==> config.mk <==
export PLATFORM = sky130hd
export DESIGN_NAME = dma_req_arbiter
export DESIGN_NICKNAME = d
export VERILOG_FILES = /design/src/rtl/dmaarb_pkg.sv /design/src/rtl/dmaarb_pend.sv /design/src/rtl/dmaarb_pick.sv /design/src/rtl/dmaarb_slot.sv /design/src/rtl/dma_req_arbiter.sv
export SDC_FILE = /design/constraint.sdc
export NUM_CORES = 1
export LEC_CHECK = 0
export BUFFER_PORTS_ARGS = -buffer_cell sky130_fd_sc_hd__clkbuf_2
export CAP_MARGIN = 15
export CORE_ASPECT_RATIO = 1.5
export CORE_MARGIN = 3
export CORE_UTILIZATION = 30
export CTS_CLUSTER_SIZE = 14
export DETAILED_ROUTE_END_ITERATION = 10
export HOLD_SLACK_MARGIN = 0.02
export SYNTH_ARGS = -nofsm -noshare
export SYNTH_HDL_FRONTEND = slang
export SYNTH_SLANG_ARGS = --single-unit
==> constraint.sdc <==
create_clock -name clk_i -period 3.5 [get_ports clk_i]
set_input_delay 0.7 -clock clk_i [delete_from_list [all_inputs] [get_ports clk_i]]
set_output_delay 0.7 -clock clk_i [all_outputs]
set_load 0.005 [all_outputs]
==> src/rtl/dmaarb_pkg.sv <==
package dmaarb_pkg;
  localparam int unsigned NCH_DEF  = 8;
  localparam int unsigned NENG_DEF = 2;

  typedef enum logic {
    SLOT_IDLE = 1'b0,
    SLOT_BUSY = 1'b1
  } slot_state_e;
endpackage

==> src/rtl/dmaarb_pend.sv <==
module dmaarb_pend #(
  parameter int unsigned NCH = 8
) (
  input  logic           clk_i,
  input  logic           rst_ni,
  input  logic [NCH-1:0] raise_i,
  input  logic [NCH-1:0] busy_ch_i,
  input  logic [NCH-1:0] assign_i,
  input  logic [NCH-1:0] done_ch_i,
  output logic [NCH-1:0] pend_o
);
  for (genvar c = 0; c < NCH; c++) begin : g_ch
    logic pend_q, pend_d;
    logic rearm_q, rearm_d;
    logic upd_en;

    always_comb begin
      pend_d  = pend_q;
      rearm_d = rearm_q;
      if (done_ch_i[c]) begin
        pend_d  = rearm_q | raise_i[c];
        rearm_d = 1'b0;
      end else if (raise_i[c]) begin
        pend_d = 1'b1;
        if (busy_ch_i[c] || assign_i[c]) rearm_d = 1'b1;
      end
    end

    assign upd_en = done_ch_i[c] | raise_i[c];

    always_ff @(posedge clk_i or negedge rst_ni) begin
      if (!rst_ni) begin
        pend_q  <= 1'b0;
        rearm_q <= 1'b0;
      end else if (upd_en) begin
        pend_q  <= pend_d;
        rearm_q <= rearm_d;
      end
    end

    assign pend_o[c] = pend_q;
  end
endmodule

==> src/rtl/dmaarb_pick.sv <==
module dmaarb_pick #(
  parameter int unsigned NCH  = 8,
  parameter int unsigned NENG = 2,
  localparam int unsigned CW  = (NCH > 1) ? $clog2(NCH) : 1
) (
  input  logic [NCH-1:0]          elig_i,
  input  logic [NENG-1:0]         idle_i,
  output logic [NENG-1:0]         gnt_vld_o,
  output logic [NENG-1:0][CW-1:0] gnt_ch_o,
  output logic [NCH-1:0]          assign_o
);
  logic [NCH-1:0] left;

  always_comb begin
    left      = elig_i;
    gnt_vld_o = '0;
    gnt_ch_o  = '0;
    for (int e = 0; e < NENG; e++) begin
      if (idle_i[e]) begin
        for (int c = NCH - 1; c >= 0; c--) begin
          if (left[c] && !gnt_vld_o[e]) begin
            gnt_vld_o[e] = 1'b1;
            gnt_ch_o[e]  = CW'(c);
          end
        end
        if (gnt_vld_o[e]) left[gnt_ch_o[e]] = 1'b0;
      end
    end
    assign_o = elig_i & ~left;
  end
endmodule

==> src/rtl/dmaarb_slot.sv <==
module dmaarb_slot
  import dmaarb_pkg::*;
#(
  parameter int unsigned NCH = 8,
  localparam int unsigned CW = (NCH > 1) ? $clog2(NCH) : 1
) (
  input  logic           clk_i,
  input  logic           rst_ni,
  input  logic           gnt_vld_i,
  input  logic [CW-1:0]  gnt_ch_i,
  input  logic           done_i,
  output logic           busy_o,
  output logic [CW-1:0]  ch_o,
  output logic           start_o,
  output logic [NCH-1:0] held_o,
  output logic [NCH-1:0] fin_o
);
  slot_state_e st_q, st_d;
  logic [CW-1:0] ch_q, ch_d;
  logic start_q, start_d;
  logic st_en;

  always_comb begin
    st_d    = st_q;
    ch_d    = ch_q;
    start_d = 1'b0;
    if (st_q == SLOT_BUSY) begin
      if (done_i) st_d = SLOT_IDLE;
    end else if (gnt_vld_i) begin
      st_d    = SLOT_BUSY;
      ch_d    = gnt_ch_i;
      start_d = 1'b1;
    end
  end

  assign st_en = (st_q == SLOT_BUSY) ? done_i : gnt_vld_i;

  always_ff @(posedge clk_i or negedge rst_ni) begin
    if (!rst_ni) begin
      st_q <= SLOT_IDLE;
      ch_q <= '0;
    end else if (st_en) begin
      st_q <= st_d;
      ch_q <= ch_d;
    end
  end

  always_ff @(posedge clk_i or negedge rst_ni) begin
    if (!rst_ni) start_q <= 1'b0;
    else         start_q <= start_d;
  end

  always_comb begin
    held_o = '0;
    fin_o  = '0;
    if (st_q == SLOT_BUSY) begin
      held_o[ch_q] = 1'b1;
      if (done_i) fin_o[ch_q] = 1'b1;
    end
  end

  assign busy_o  = (st_q == SLOT_BUSY);
  assign ch_o    = ch_q;
  assign start_o = start_q;
endmodule

==> src/rtl/dma_req_arbiter.sv <==
module dma_req_arbiter
  import dmaarb_pkg::*;
#(
  parameter int unsigned NCH  = NCH_DEF,
  parameter int unsigned NENG = NENG_DEF,
  localparam int unsigned CW  = (NCH > 1) ? $clog2(NCH) : 1
) (
  input  logic              clk_i,
  input  logic              rst_ni,
  input  logic [NCH-1:0]    sw_req_i,
  input  logic [NCH-1:0]    hw_req_i,
  input  logic [NCH-1:0]    auto_req_i,
  input  logic [NCH-1:0]    chain_en_i,
  input  logic [NCH*CW-1:0] chain_tgt_i,
  input  logic [NENG-1:0]   eng_done_i,
  output logic [NCH-1:0]    pend_o,
  output logic [NENG-1:0]   eng_busy_o,
  output logic [NENG*CW-1:0] eng_ch_o,
  output logic [NENG-1:0]   eng_start_o,
  output logic [NCH-1:0]    ch_irq_o
);
  logic [NENG-1:0][NCH-1:0] held_w, fin_w;
  logic [NENG-1:0][CW-1:0]  gnt_ch;
  logic [NENG-1:0]          gnt_vld;
  logic [NCH-1:0] busy_ch, done_ch, chain_set, raise, assign_v, elig;
  logic [NCH-1:0] irq_q, irq_d;

  always_comb begin
    busy_ch = '0;
    done_ch = '0;
    for (int e = 0; e < NENG; e++) begin
      busy_ch = busy_ch | held_w[e];
      done_ch = done_ch | fin_w[e];
    end
  end

  always_comb begin
    chain_set = '0;
    for (int c = 0; c < NCH; c++) begin
      if (done_ch[c] && chain_en_i[c]) chain_set[chain_tgt_i[c*CW +: CW]] = 1'b1;
    end
  end

  assign raise = sw_req_i | hw_req_i | auto_req_i | chain_set;
  assign elig  = pend_o & ~busy_ch;

  dmaarb_pend #(.NCH(NCH)) u_pend (
    .clk_i     (clk_i),
    .rst_ni    (rst_ni),
    .raise_i   (raise),
    .busy_ch_i (busy_ch),
    .assign_i  (assign_v),
    .done_ch_i (done_ch),
    .pend_o    (pend_o)
  );

  dmaarb_pick #(.NCH(NCH), .NENG(NENG)) u_pick (
    .elig_i    (elig),
    .idle_i    (~eng_busy_o),
    .gnt_vld_o (gnt_vld),
    .gnt_ch_o  (gnt_ch),
    .assign_o  (assign_v)
  );

  for (genvar e = 0; e < NENG; e++) begin : g_slot
    dmaarb_slot #(.NCH(NCH)) u_slot (
      .clk_i     (clk_i),
      .rst_ni    (rst_ni),
      .gnt_vld_i (gnt_vld[e]),
      .gnt_ch_i  (gnt_ch[e]),
      .done_i    (eng_done_i[e]),
      .busy_o    (eng_busy_o[e]),
      .ch_o      (eng_ch_o[e*CW +: CW]),
      .start_o   (eng_start_o[e]),
      .held_o    (held_w[e]),
      .fin_o     (fin_w[e])
    );
  end

  assign irq_d = done_ch;

  always_ff @(posedge clk_i or negedge rst_ni) begin
    if (!rst_ni) irq_q <= '0;
    else         irq_q <= irq_d;
  end

  assign ch_irq_o = irq_q;
endmodule

==> impl_metrics.ini <==
[synthesis]
async_reset_ff_frac = 1.00
yosys_warnings = 0
synth_fp_nets = 393
synth_flop_cell = dfrtp_1
syn_avg_cell_area_um2 = 8.38
ys_ff_latch = 34
syn-cell-area_um2 = 2790
ys_seq_area_frac = 0.305
synth_edf_count = 0
synthCells = 333
yosysUniqueCellTypes = 68

[worst_setup_path]
worst-r2r-setup-slack_ps = 550
worstSetupPathType = register to register
reg2regPathDepth = 8
worstPathArrival_ps = 3140
cp.depth = 8
timing.critical_path.buf_inv = 0
cp-startpoint = g_slot[0].u_slot.busy_o
path_delay_family = compound AO/OA/AOI/OAI gates
r2r-end = u_pend.g_ch[1].rearm_q
critPathSlowestCell = dfrtp_1
path_cells = nand2_1 > o221ai_2 > and2_2 > a21bo_4 > o2111a_2 > o221ai_2 > or3b_1 > a211oi_2
cp-end-kind = register
critPathMostFrequentCell = o221ai_2
r2r-start = g_slot[0].u_slot.busy_o
endpoint = u_pend.g_ch[1].rearm_q
crit_path_start_kind = register
crit_fanout = 13
crit_required_ps = 3700
cp_slowest_stage_delay_ps = 660

[clocking]
postCtsHoldBufs = 0
h-tree-depth = 2
cts_buffers = 5
cts_resized = 0
root_buffer = clkbuf_16
cts_tree = yes
clkLatencyLatePin_ps = 280
clk_pin_slew_ps = 60
post_cts_buffers = 0
clock-sinks = 34
cts_buffer_depth = 2

[routing]
vias_per_cell = 5.77
vias = 2998
drcViolationCount = 0
finalWirelength_mm = 10.0
wl_per_cell_um = 19.2
drtPass1Iterations = 4
drt_iter0_markers = 203
route.antenna.remaining_nets = 0

[pwr]
powerDensity_nw_per_um2 = 515
power.internal_uw = 1060
finalPower_uw = 1740
seqPwrFrac = 0.333
ir_worst_vdd_mv = 0.242
p_sw_frac = 0.392
clock_power_share = 0.258
combPwrFrac = 0.409
power_switching_uw = 684
power.leakage_uw = 0.00137

[timing]
finalHoldViolations = 0
slew_viol_final = 0
worst_slew_pin_slew_ps = 862
fin_skew_ps = 6.50
fmax_mhz = 339
period_minus_slack_ps = 2950
finalSetupTns_ps = 0
fin_crit_sh = 0.842
finalSetupViolCount = 0
rsz0062_at_grt = false
slew_headroom = 0.425

[global_route]
grt_pass1_wl_mm = 15.7
grt_overflow = 0
first_global_vias = 2926
grt.total_usage = 0.194
grt_max_degree = 35
antenna_found_initial = 0

[finish]
fin_nets = 469
fillers = 923
area_delta_synth_final_pct = 21.5
drive_above_1_share = 0.293
finalInstanceArea_um2 = 3390
n_antenna_cell = 0
fin_cells = 520

[die]
start_util = 0.312
die_h_um = 124
die_w_um = 84.7
io_pins = 86
rows = 42
core_um2 = 8930
die-area_um2 = 10500

[placement]
dp_cells = 512
gp_congestion = 0.992
port_buffers = 85
placed_area_um2 = 3240
dp_hpwl_mm = 8.18

[worst_hold_path]
hold_path.class = register to register
min_from = u_pend.g_ch[4].rearm_q

[run_status]
outcome = finished, final reports clean

[job]
drv_cap = 0
[per-layer routing]
layer,up-vias,routed length [um],global-route usage
met5,-,0,0
met4,0,589,0.109
met3,32,561,0.0278
met2,140,5270,0.364
met1,1396,3580,0.204
li1,1430,-,-
[Yosys cell counts, types with 6 or more instances]
| cell type | number | area share |
|---|---|---|
| dfrtp_1 | 34 | 0.31 |
| inv_1 | 13 | 0.017 |
| nand3b_1 | 8 | 0.022 |
| nor2_1 | 26 | 0.035 |
| a21oi_1 | 14 | 0.025 |
| o22ai_1 | 14 | 0.031 |
| nand3_1 | 17 | 0.031 |
| o21ai_0 | 9 | 0.016 |
| buf_4 | 14 | 0.038 |
| o32ai_1 | 6 | 0.019 |
| a31oi_1 | 6 | 0.013 |
| nor3b_1 | 6 | 0.016 |
| nand2_1 | 36 | 0.048 |
| nor4_1 | 9 | 0.020 |
| nand2b_1 | 11 | 0.025 |
| nor3_1 | 19 | 0.034 |
[registers in the layout (all words and copies together), names as in the netlist]
name,count
ch_irq_o,8
u_pend.g_ch.rearm_q,8
g_slot.u_slot.busy_o,2
g_slot.u_slot.ch_o,6
u_pend.g_ch.pend_q,8
g_slot.u_slot.start_o,2
[placed cells by master, fill, tap and decap left out, types with 3 or more instances in the layout]
cell / instances
a2111oi_0: 3
a211o_1: 3
a21oi_1: 14
a31oi_1: 6
and3_1: 3
clkbuf_16: 5
clkbuf_2: 85
dfrtp_1: 34
inv_1: 13
mux2i_1: 5
nand2_1: 36
nand2b_1: 11
nand3_1: 17
nand3b_1: 8
nor2_1: 26
nor3_1: 19
nor3b_1: 6
nor4_1: 9
o2111ai_1: 3
o21a_1: 3
o21ai_0: 9
o21ai_1: 4
o221ai_2: 4
o22ai_1: 14
o22ai_2: 5
o32ai_1: 6
or2_2: 3
or3_1: 3
[metrics by stage]
stage	util	worst slack, ps	hold WS (ps)
floorplan	-	1160	404
global placement	0.363	560	466
detailed placement	0.363	572	481
CTS	0.379	549	493
global route	0.379	345	512
finish	0.379	552	492
[logic make-up after synthesis]
family | after synthesis | share of synthesized area
AND/OR/NAND/NOR | 160 | 0.312
AO/OA/AOI/OAI | 102 | 0.298
flip-flops | 34 | 0.305
buffers and inverters | 30 | 0.0597
multiplexers | 6 | 0.0220
XOR/XNOR | 1 | 0.00314
[power by group through the flow]
| stage | Clock, uW | Combinational [uW] | Sequential, uW |
|---|---|---|---|
| finish | 450 | 714 | 581 |
| global route | 474 | 797 | 594 |
| CTS | 458 | 715 | 579 |
| detailed placement | 0 | 713 | 586 |
| global placement | 0 | 713 | 580 |
| floorplan | 0 | 499 | 554 |
[how the worst min path moves through the flow]
stage / end / cells past startpoint / slack (ps)
finish: u_pend.g_ch[4].pend_q / 1 / 490
detailed placement: u_pend.g_ch[4].pend_q / 1 / 480
CTS: u_pend.g_ch[4].pend_q / 1 / 490
global placement: u_pend.g_ch[4].pend_q / 1 / 470
global route: u_pend.g_ch[4].pend_q / 1 / 510
floorplan: ch_irq_o[0] / 0 / 400
[worst register-to-register path, stage by stage, from the launching register on]
cell	delay, ps
dfrtp_1	660
nand2_1	280
o221ai_2	420
and2_2	280
a21bo_4	170
o2111a_2	240
o221ai_2	160
or3b_1	440
a211oi_2	200
[final cells by class]
| cell class | count | area, um2 | share of cell area |
|---|---|---|---|
| Sequential cell | 34 | 851 | 0.251 |
| Inverter | 13 | 48.8 | 0.0144 |
| Clock inverter | 1 | 5.00 | 0.00148 |
| Timing Repair Buffer | 86 | 433 | 0.128 |
| Multi-Input combinational cell | 269 | 1770 | 0.523 |
| Clock buffer | 7 | 143 | 0.0421 |
| Tap cell | 110 | 138 | 0.0406 |
(Power assumes the default switching activity.)
